$ cat config.mk
export PLATFORM = sky130hd
export DESIGN_NAME = pipe_hazard_unit
export DESIGN_NICKNAME = d
export VERILOG_FILES = /design/src/rtl/pipe_hazard_pkg.sv /design/src/rtl/hzd_operand_fwd.sv /design/src/rtl/hzd_load_use.sv /design/src/rtl/pipe_hazard_unit.sv
export SDC_FILE = /design/constraint.sdc
export NUM_CORES = 1
export LEC_CHECK = 0
export ABC_AREA = 1
export BUFFER_PORTS_ARGS = -buffer_cell sky130_fd_sc_hd__buf_4
export CAP_MARGIN = 10
export CORE_MARGIN = 10
export CORE_UTILIZATION = 40
export DETAILED_ROUTE_END_ITERATION = 12
export PLACE_DENSITY = 0.81
export SETUP_SLACK_MARGIN = 0.02
export SLEW_MARGIN = 20
export SYNTH_ARGS = -nofsm -noshare
export SYNTH_HDL_FRONTEND = slang
export SYNTH_HIERARCHICAL = 1
export SYNTH_SLANG_ARGS = --single-unit
$ cat constraint.sdc
create_clock -name vclk -period 3.75
set_input_delay 1.125 -clock vclk [all_inputs]
set_output_delay 1.125 -clock vclk [all_outputs]
set_load 0.03 [all_outputs]
$ cat src/rtl/pipe_hazard_pkg.sv
package pipe_hazard_pkg;
  typedef enum logic [1:0] {
    SRC_RF  = 2'b00,
    SRC_MEM = 2'b01,
    SRC_WB  = 2'b10
  } opnd_src_e;
endpackage

$ cat src/rtl/hzd_operand_fwd.sv
module hzd_operand_fwd
  import pipe_hazard_pkg::*;
#(
  parameter int unsigned AW = 5
) (
  input  logic          clk_i,
  input  logic          rst_ni,
  input  logic [AW-1:0] src_i,
  input  logic [AW-1:0] mem_rd_i,
  input  logic          mem_we_i,
  input  logic [AW-1:0] wb_rd_i,
  input  logic          wb_we_i,
  output opnd_src_e     sel_o
);
  localparam int unsigned NSTG = 2;

  // index 0 = youngest stage (highest priority)
  logic      [NSTG-1:0][AW-1:0] stg_rd;
  logic      [NSTG-1:0]         stg_we;
  opnd_src_e [NSTG-1:0]         stg_code;
  logic                         src_live;

  assign stg_rd   = {wb_rd_i, mem_rd_i};
  assign stg_we   = {wb_we_i, mem_we_i};
  assign stg_code = {SRC_WB, SRC_MEM};
  assign src_live = |src_i;

  always_comb begin
    sel_o = SRC_RF;
    for (int k = NSTG - 1; k >= 0; k--) begin
      if (src_live && stg_we[k] && (stg_rd[k] == src_i)) sel_o = stg_code[k];
    end
  end

  p_zero_src_r4: assert property (@(posedge clk_i) disable iff (!rst_ni)
    (src_i == '0) |-> (sel_o == SRC_RF));
  p_mem_wins_r3: assert property (@(posedge clk_i) disable iff (!rst_ni)
    (src_i != '0 && mem_we_i && mem_rd_i == src_i) |-> (sel_o == SRC_MEM));
  p_wb_fwd_r2: assert property (@(posedge clk_i) disable iff (!rst_ni)
    (sel_o == SRC_WB) |-> (wb_we_i && wb_rd_i == src_i));
endmodule

$ cat src/rtl/hzd_load_use.sv
module hzd_load_use #(
  parameter int unsigned AW      = 5,
  parameter int unsigned NUM_SRC = 2
) (
  input  logic                       clk_i,
  input  logic                       rst_ni,
  input  logic [NUM_SRC-1:0][AW-1:0] id_src_i,
  input  logic [AW-1:0]              ex_rd_i,
  input  logic                       ex_we_i,
  input  logic                       ex_load_i,
  output logic                       hazard_o
);
  logic [NUM_SRC-1:0] hit;
  logic               ld_live;

  assign ld_live = ex_load_i && ex_we_i && (ex_rd_i != '0);

  for (genvar g = 0; g < NUM_SRC; g++) begin : g_src
    assign hit[g] = ld_live && (id_src_i[g] == ex_rd_i);
  end

  assign hazard_o = |hit;

  p_needs_load_r6: assert property (@(posedge clk_i) disable iff (!rst_ni)
    hazard_o |-> (ex_load_i && ex_we_i));
  p_no_zero_stall_r4: assert property (@(posedge clk_i) disable iff (!rst_ni)
    (ex_rd_i == '0) |-> !hazard_o);
endmodule

$ cat src/rtl/pipe_hazard_unit.sv
module pipe_hazard_unit
  import pipe_hazard_pkg::*;
#(
  parameter int unsigned AW = 5
) (
  input  logic          clk_i,
  input  logic          rst_ni,
  input  logic [AW-1:0] id_rs1_i,
  input  logic [AW-1:0] id_rs2_i,
  input  logic [AW-1:0] ex_rs1_i,
  input  logic [AW-1:0] ex_rs2_i,
  input  logic [AW-1:0] ex_rd_i,
  input  logic          ex_we_i,
  input  logic          ex_load_i,
  input  logic [AW-1:0] mem_rd_i,
  input  logic          mem_we_i,
  input  logic [AW-1:0] wb_rd_i,
  input  logic          wb_we_i,
  input  logic          flush_i,
  output logic [1:0]    fwd_a_o,
  output logic [1:0]    fwd_b_o,
  output logic          fd_hold_o,
  output logic          fd_clear_o,
  output logic          ex_bubble_o
);
  localparam int unsigned NUM_SRC = 2;

  logic      [NUM_SRC-1:0][AW-1:0] ex_src;
  logic      [NUM_SRC-1:0][AW-1:0] id_src;
  opnd_src_e [NUM_SRC-1:0]         sel;
  logic                            lu_hazard;

  assign ex_src = {ex_rs2_i, ex_rs1_i};
  assign id_src = {id_rs2_i, id_rs1_i};

  for (genvar g = 0; g < NUM_SRC; g++) begin : g_opnd
    hzd_operand_fwd #(.AW(AW)) u_fwd (
      .clk_i    (clk_i),
      .rst_ni   (rst_ni),
      .src_i    (ex_src[g]),
      .mem_rd_i (mem_rd_i),
      .mem_we_i (mem_we_i),
      .wb_rd_i  (wb_rd_i),
      .wb_we_i  (wb_we_i),
      .sel_o    (sel[g])
    );
  end

  hzd_load_use #(.AW(AW), .NUM_SRC(NUM_SRC)) u_lu (
    .clk_i     (clk_i),
    .rst_ni    (rst_ni),
    .id_src_i  (id_src),
    .ex_rd_i   (ex_rd_i),
    .ex_we_i   (ex_we_i),
    .ex_load_i (ex_load_i),
    .hazard_o  (lu_hazard)
  );

  assign fwd_a_o     = sel[0];
  assign fwd_b_o     = sel[1];
  // flush squashes decode, so its instruction must not enter execute either
  assign fd_hold_o   = lu_hazard && !flush_i;
  assign fd_clear_o  = flush_i;
  assign ex_bubble_o = lu_hazard || flush_i;

  p_flush_wins_r8: assert property (@(posedge clk_i) disable iff (!rst_ni)
    flush_i |-> (!fd_hold_o && fd_clear_o && ex_bubble_o));
  p_hold_bubble_r5: assert property (@(posedge clk_i) disable iff (!rst_ni)
    fd_hold_o |-> ex_bubble_o);
  p_hold_cause_r7: assert property (@(posedge clk_i) disable iff (!rst_ni)
    fd_hold_o |-> (ex_rd_i == id_rs1_i || ex_rd_i == id_rs2_i));
endmodule

==> flow_metrics.tcl, run 1 <==
set metrics [dict create \
    finalSetupTns_ns 0 \
    hold_path_class "input pin to primary output" \
    seqPwrFrac 0 \
    initialDrtViolationCount 14 \
    timing.slew.headroom 0.915 \
    final-seq-area_um2 0 \
    io_pins 49 \
    ir_drop_v 0.0000456 \
    ys_top_cells_by_area "nand2_1 (43%), inv_1 (19%), nor2_1 (12%), nand3_1 (4.9%), inv_2 (4.2%)" \
    first_global_vias 940 \
    core-area_um2 1710 \
    grt_max_degree 6 \
    gp_congestion 0.800 \
    yosys.area_share.simple 0.661 \
    pwr-share-clk 0 \
    period_share 0.837 \
    portBuffers 47 \
    swShare 0.506 \
    yosysTopAreaCell "nand2_1" \
    p_total_uw 105 \
    synthMuxAreaShare 0 \
    crit_buf_inv 4 \
    post_cts_buffers 0 \
    power_density_nw_per_um2 95.8 \
    yosysWarnings 6 \
    max_freq_mhz 319 \
    die_y_um 62.3 \
    grt_pass1_wl_um 3640 \
    rsz0062_at_grt "false" \
    syn_to_final_growth_pct 52.6 \
    hold_buffers 0 \
    routed_via_density 4.14 \
    rows 15 \
    synthAdderAreaFrac 0 \
    pre_cts_ws_ns 0.610 \
    critPathSlowestCell "buf_4" \
    dr.pass1.iters 4 \
    synth_xor_area_frac 0.0612 \
    drc_errors 0 \
    final_cell_area_um2 1090 \
    cp.arrival_ns 2.01 \
    synth_area_um2 716 \
    cp_common_cell "nand2_1" \
    post_cts_resize_count 0 \
    hp-start "flush_i" \
    min_period_ns 3.14 \
    max_stage_delay_ns 0.16 \
    syn_area_per_cell_um2 4.16 \
    path_cells "buf_4, inv_1, nand2_1, nand2_1, nand2_1, nor2_1, nand3_1, nand2_1, inv_1, nor2_1, buf_4" \
    combPwrFrac 1.000 \
    critical_path_class "input pin to primary output" \
    status "completed" \
    wire_per_inst_um 9.14 \
    place_area_um2 1090 \
    die_x_um 62.3 \
    synth_nets 214 \
    startpoint_type "input pin" \
    seq_cells 0 \
    p_leak_nw 0.788 \
    max_slew.worst_pin.slew_ns 0.127 \
    critPathTopFamily "simple AND/OR/NAND/NOR gates" \
    hold_viol_final 0 \
    ant_nets 0 \
    postSynthCellCount 172 \
    min_to "fd_clear_o" \
    seq_area_frac_synth 0 \
    end_kind "primary output" \
    post-dp-hpwl_um 2100 \
    maxCapViolCount 0 \
    fin_hold_ws_ns 2.49 \
    layout_setup_ws_ns 0.613 \
    synth_top_area_share 0.430 \
    diodes 0 \
    num_vias 1005 \
    drt-total-wl_um 2220 \
    final_nets 262 \
    p_sw_uw 53.0 \
    start_util 0.419 \
    min_path_cells 2 \
    synth-compound-area-share 0.0210 \
    grt_overflow 0 \
    synth.distinct_cells 13 \
    drive_above_1_share 0.280 \
    track_usage 0.103 \
    setup_viol 0 \
    crit_fanout 3 \
    synth_top_family_by_area "simple AND/OR/NAND/NOR gates" \
    crit_required_ns 2.62 \
    p_int_uw 51.7 \
    drv_slew 0 \
    dieArea_um2 3880 \
    antenna_found_initial 0 \
    clkbuf_count 0 \
]
==> cell usage after synthesis <==
cell      number
buf_4          1
nor2_1        22
nor2_4         2
inv_2          8
a21boi_1       2
nor2_2         2
xor2_1         3
xnor2_1        2
nand2_2        2
inv_1         37
nand3_1        7
clkinv_1       2
nand2_1       82
==> power by group through the flow <==
stage / Clock (mW) / Combinational, mW / Sequential [mW]
final: 0 / 0.105 / 0
after CTS: 0 / 0.106 / 0
after global placement: 0 / 0.103 / 0
after floorplan: 0 / 0.0517 / 0
after detailed placement: 0 / 0.106 / 0
after global routing: 0 / 0.118 / 0
==> layout make-up <==
cell class,instances,area (µm²)
tap,25,31.3
multi-input combinational,124,532
timing repair buffer,47,353
fill,182,616
inverter,47,176
==> worst max-delay path by stage <==
stage | from | endpoint | slack (ns) | depth (start not counted)
after floorplan | ex_rd_i[1] | fd_hold_o | 0.65 | 9
after global placement | ex_rd_i[1] | fd_hold_o | 0.63 | 11
after detailed placement | ex_rd_i[1] | fd_hold_o | 0.61 | 11
after CTS | ex_rd_i[1] | fd_hold_o | 0.60 | 11
after global routing | ex_rd_i[1] | fd_hold_o | 0.53 | 11
final | ex_rd_i[1] | fd_hold_o | 0.61 | 11
==> cell families (layout without fill, tap and decap cells) <==
logic type	count (synthesis)	count (layout)
XOR/XNOR	5	5
AND/OR/NAND/NOR	117	117
buffers and inverters	48	94
AO/OA/AOI/OAI	2	2
==> stage by stage <==
stage               instances   util
floorplan                 172      -
global placement          243  0.640
detailed placement        243  0.640
CTS                       243  0.640
global route              243  0.640
finish                    243  0.640
==> layout by cell type (no fill, tap or decap) <==
cell / Yosys / final
a21boi_1: 2 / 2
nor2_4: 2 / 2
inv_2: 8 / 8
nand2_1: 82 / 82
xor2_1: 3 / 3
nor2_2: 2 / 2
inv_1: 37 / 37
buf_4: 1 / 47
nand3_1: 7 / 7
nand2_2: 2 / 2
xnor2_1: 2 / 2
clkinv_1: 2 / 2
nor2_1: 22 / 22
==> metal layers <==
layer  share of wire  global-route usage
met1            0.41               0.108
met2            0.55               0.222
met3           0.039             0.00896
met4               0                   0
met5               0                   0
Power figures use the tool's default switching activity.
==> run 2: changes to the inputs <==
--- a/config.mk
+++ b/config.mk
@@ -11,7 +11,7 @@
 export CORE_MARGIN = 10
 export CORE_UTILIZATION = 40
 export DETAILED_ROUTE_END_ITERATION = 12
-export PLACE_DENSITY = 0.81
+export PLACE_DENSITY = 0.84
 export SETUP_SLACK_MARGIN = 0.02
 export SLEW_MARGIN = 20
 export SYNTH_ARGS = -nofsm -noshare
==> constraint.sdc (replaced) <==
create_clock -name vclk -period 2.7
set_input_delay 0.81 -clock vclk [all_inputs]
set_output_delay 0.81 -clock vclk [all_outputs]
set_load 0.03 [all_outputs]
==> run 2 against run 1 <==
Total power increased by 39%; critical path depth did not move; non-clock buffer count is the same; count of clock-buffer cells in the layout unchanged; first-iteration DRC count rose by 14%; global-route usage up 0.58 points; setup slack got worse by 0.43 ns.
==> flow_metrics.tcl, run 2 (same netlist as run 1, synthesis figures left out) <==
set metrics [dict create \
    status "completed" \
    crit_end "fd_hold_o" \
    dr.pass1.iters 4 \
    post-dp-hpwl_um 2060 \
    diodes 0 \
    core-area_um2 1710 \
    hold_viol_final 0 \
    die_x_um 62.3 \
    track_usage 0.109 \
    hold_path_class "input pin to primary output" \
    ant_nets 0 \
    rsz0062_at_grt "false" \
    crit_fanout 3 \
    seqPwrFrac 0 \
    p_leak_nw 0.788 \
    stdcell_count 243 \
    drv_slew 0 \
    min_period_ns 2.51 \
    first_global_vias 1003 \
    pwr-share-clk 0 \
    ir_drop_v 0.0000626 \
    post_cts_resize_count 0 \
    dp.cells 243 \
    setup_viol 0 \
    swShare 0.505 \
    maxCapViolCount 0 \
    num_vias 1025 \
    initialDrtViolationCount 16 \
    final_cell_mix "nand2_1 (82), buf_4 (47), inv_1 (37), nor2_1 (22), inv_2 (8)" \
    wire_per_inst_um 8.89 \
    end_kind "primary output" \
    gp_congestion 0.767 \
    grt_max_degree 6 \
    combPwrFrac 1.000 \
    critical_path_class "input pin to primary output" \
    seq_cells 0 \
    fin_util 0.640 \
    io_pins 49 \
    antenna_found_initial 0 \
    portBuffers 47 \
    cp.arrival_ns 1.70 \
    p_int_uw 71.7 \
    rows 15 \
    drt-total-wl_um 2160 \
    post_cts_buffers 0 \
    max_freq_mhz 398 \
    startpoint_type "input pin" \
    hold_buffers 0 \
    max_slew.worst_pin.slew_ns 0.141 \
    syn_to_final_growth_pct 52.6 \
    clkbuf_count 0 \
    grt_pass1_wl_um 3920 \
    grt_overflow 0 \
    start_util 0.419 \
    finalSetupTns_ns 0 \
    routed_via_density 4.22 \
    final_nets 262 \
    power_density_nw_per_um2 133 \
    final_common_cell "nand2_1" \
    dieArea_um2 3880 \
    cp-startpoint "ex_rd_i[1]" \
    crit_required_ns 1.89 \
    p_total_uw 145 \
    p_sw_uw 73.3 \
    die_y_um 62.3 \
    period_share 0.931 \
    drive_above_1_share 0.280 \
    fin_hold_ws_ns 1.86 \
    drc_errors 0 \
    timing.slew.headroom 0.905 \
    final-seq-area_um2 0 \
]
-- run 2: cell counts in the layout (fill, tap and decap cells not counted) --
Identical to the previous run, type by type.
-- run 2: worst max-delay path, stage by stage --
cell and delay [ns]:
buf_4 0.12, inv_1 0.09, nand2_1 0.06, nand2_1 0.05, nand2_1 0.06, nor2_1 0.09
nand3_1 0.07, nand2_1 0.07, inv_1 0.04, nor2_1 0.08, buf_4 0.16
-- run 2: metal layers --
layer  track usage  wire length, µm
met5             0                0
met4             0                0
met3        0.0305              159
met2         0.227             1110
met1         0.108              886
-- run 2: per-stage QoR --
| stage | instance area [µm²] | setup WS (ns) |
|---|---|---|
| after detailed placement | 1090 | 0.180 |
| after CTS | 1090 | 0.178 |
| final | 1090 | 0.187 |
| after global routing | 1090 | 0.0613 |
| after floorplan | 716 | 0.232 |
| after global placement | 1090 | 0.214 |
-- run 2: worst min-delay path by stage --
stage | from | to | slack, ns | depth (start not counted)
floorplan | flush_i | fd_hold_o | 1.73 | 1
global placement | flush_i | fd_clear_o | 1.86 | 2
detailed placement | flush_i | fd_clear_o | 1.86 | 2
CTS | flush_i | fd_clear_o | 1.86 | 2
global route | flush_i | fd_clear_o | 1.87 | 2
finish | flush_i | fd_clear_o | 1.86 | 2
-- run 2: power groups by stage --
| stage | sequential, mW | combinational [mW] | clock (mW) |
|---|---|---|---|
| after floorplan | 0 | 0.0719 | 0 |
| after global placement | 0 | 0.142 | 0 |
| after detailed placement | 0 | 0.146 | 0 |
| after CTS | 0 | 0.147 | 0 |
| after global routing | 0 | 0.166 | 0 |
| final | 0 | 0.145 | 0 |
-- run 2: cell type report --
cell class                 instances  area [µm²]
timing repair buffer              47         353
tap                               25        31.3
multi-input combinational        124         532
fill                             183         616
inverter                          47         176
==> run 3: changes to the inputs <==
--- a/config.mk
+++ b/config.mk
@@ -11,7 +11,7 @@
 export CORE_MARGIN = 10
 export CORE_UTILIZATION = 40
 export DETAILED_ROUTE_END_ITERATION = 12
-export PLACE_DENSITY = 0.84
+export PLACE_DENSITY = 0.81
 export SETUP_SLACK_MARGIN = 0.02
 export SLEW_MARGIN = 20
 export SYNTH_ARGS = -nofsm -noshare
==> constraint.sdc (replaced) <==
create_clock -name vclk -period 3.05
set_input_delay 0.915 -clock vclk [all_inputs]
set_output_delay 0.915 -clock vclk [all_outputs]
set_load 0.03 [all_outputs]
==> run 3 against run 2 <==
Total power shrank 11%; non-clock buffer count did not move; die area stayed put; flip-flop and latch count did not move; combinational power shrank 11%; sequential share of layout area is the same; largest cell class unchanged; final cell count is the same; cell area stayed put; largest power group unchanged; worst hold slack improved by 0.21 ns; routed wire length is 2.4% higher; count of clock-buffer cells in the layout stayed put; critical endpoint unchanged.
==> flow_metrics.tcl, run 3 (same netlist as run 1, synthesis figures left out) <==
set metrics [dict create \
    multiInputGateArea_um2 532 \
    start_util 0.419 \
    timing.slew.headroom 0.888 \
    hold_viol_final 0 \
    power_density_nw_per_um2 118 \
    swShare 0.507 \
    max_freq_mhz 365 \
    syn_to_final_growth_pct 52.6 \
    setup_viol 0 \
    ant_nets 0 \
    track_usage 0.103 \
    pre_cts_ws_ns 0.333 \
    cp.arrival_ns 1.82 \
    layout_setup_ws_ns 0.311 \
    status "completed" \
    grt_overflow 0 \
    diodes 0 \
    drt-total-wl_um 2210 \
    p_int_uw 63.5 \
    io_pins 49 \
    first_global_vias 975 \
    die_x_um 62.3 \
    combPwrFrac 1.000 \
    startpoint_type "input pin" \
    hp-start "flush_i" \
    p_sw_uw 65.3 \
    min_period_ns 2.74 \
    min_to "fd_clear_o" \
    portBuffers 47 \
    n_fill_cell 174 \
    critical_path_class "input pin to primary output" \
    ir_drop_v 0.0000570 \
    finalSetupTns_ns 0 \
    seq_cells 0 \
    hold_path_class "input pin to primary output" \
    max_slew.worst_pin.slew_ns 0.167 \
    crit_fanout 3 \
    gp_congestion 0.800 \
    drive_above_1_share 0.280 \
    routed_via_density 4.16 \
    grt_max_degree 6 \
    p_leak_nw 0.788 \
    rsz0062_at_grt "false" \
    final_common_cell "nand2_1" \
    crit_required_ns 2.13 \
    post_cts_buffers 0 \
    maxCapViolCount 0 \
    final_cell_mix "nand2_1 (82), buf_4 (47), inv_1 (37), nor2_1 (22), inv_2 (8)" \
    hold_buffers 0 \
    min_path_cells 2 \
    dieArea_um2 3880 \
    pwr-share-clk 0 \
    final-seq-area_um2 0 \
    core-area_um2 1710 \
    initialDrtViolationCount 12 \
    end_kind "primary output" \
    rows 15 \
    drc_errors 0 \
    die_y_um 62.3 \
    final_nets 262 \
    num_vias 1011 \
    seqPwrFrac 0 \
    wire_per_inst_um 9.10 \
    antenna_found_initial 0 \
    clkbuf_count 0 \
    dr.pass1.iters 4 \
    drv_slew 0 \
    period_share 0.898 \
    post_cts_resize_count 0 \
    post-dp-hpwl_um 2080 \
    grt_pass1_wl_um 3680 \
]
[run 3: cell counts in the layout (fill, tap and decap cells not counted)]
No cell type changed its count.
[run 3: stage by stage]
step	utilization	hold slack [ns]	area, µm²	total power [mW]	std cells
4_1_cts	0.640	2.07	1090	0.130	243
3_3_place_gp	0.640	2.07	1090	0.126	243
5_1_grt	0.640	2.08	1090	0.146	243
3_5_place_dp	0.640	2.07	1090	0.130	243
6_report	0.640	2.07	1090	0.129	243
2_1_floorplan	-	1.94	716	0.0636	172
[run 3: how the worst max path moves through the flow]
stage | from | endpoint | slack (ns)
2_1_floorplan | ex_rd_i[1] | fd_hold_o | 0.37
3_3_place_gp | ex_rd_i[1] | fd_hold_o | 0.35
3_5_place_dp | ex_rd_i[1] | fd_hold_o | 0.33
4_1_cts | ex_rd_i[1] | fd_hold_o | 0.33
5_1_grt | ex_rd_i[1] | fd_hold_o | 0.24
6_report | ex_rd_i[1] | fd_hold_o | 0.31
[run 3: worst max-delay path, cell delays in order]
cell and delay [ns]:
buf_4 0.12, inv_1 0.08, nand2_1 0.05, nand2_1 0.05
nand2_1 0.05, nor2_1 0.09, nand3_1 0.08, nand2_1 0.07
inv_1 0.05, nor2_1 0.09, buf_4 0.17
[run 3: layout make-up]
class                      count  area share
inverter                      47       0.162
timing repair buffer          47       0.323
tap                           25      0.0286
multi-input combinational    124       0.487
[run 3: power groups by stage]
stage               clock network [mW]  registers [mW]  logic (mW)
floorplan                            0               0      0.0636
global placement                     0               0       0.126
detailed placement                   0               0       0.130
CTS                                  0               0       0.130
global route                         0               0       0.146
finish                               0               0       0.129
[run 3: layer usage]
layer | part of all wire | routed length (µm) | track usage | vias to the layer above
li1 | - | - | - | 571
met1 | 0.40 | 874 | 0.102 | 417
met2 | 0.55 | 1220 | 0.224 | 23
met3 | 0.051 | 113 | 0.0161 | 0
met4 | 0 | 0 | 0 | 0
met5 | 0 | 0 | 0 | -
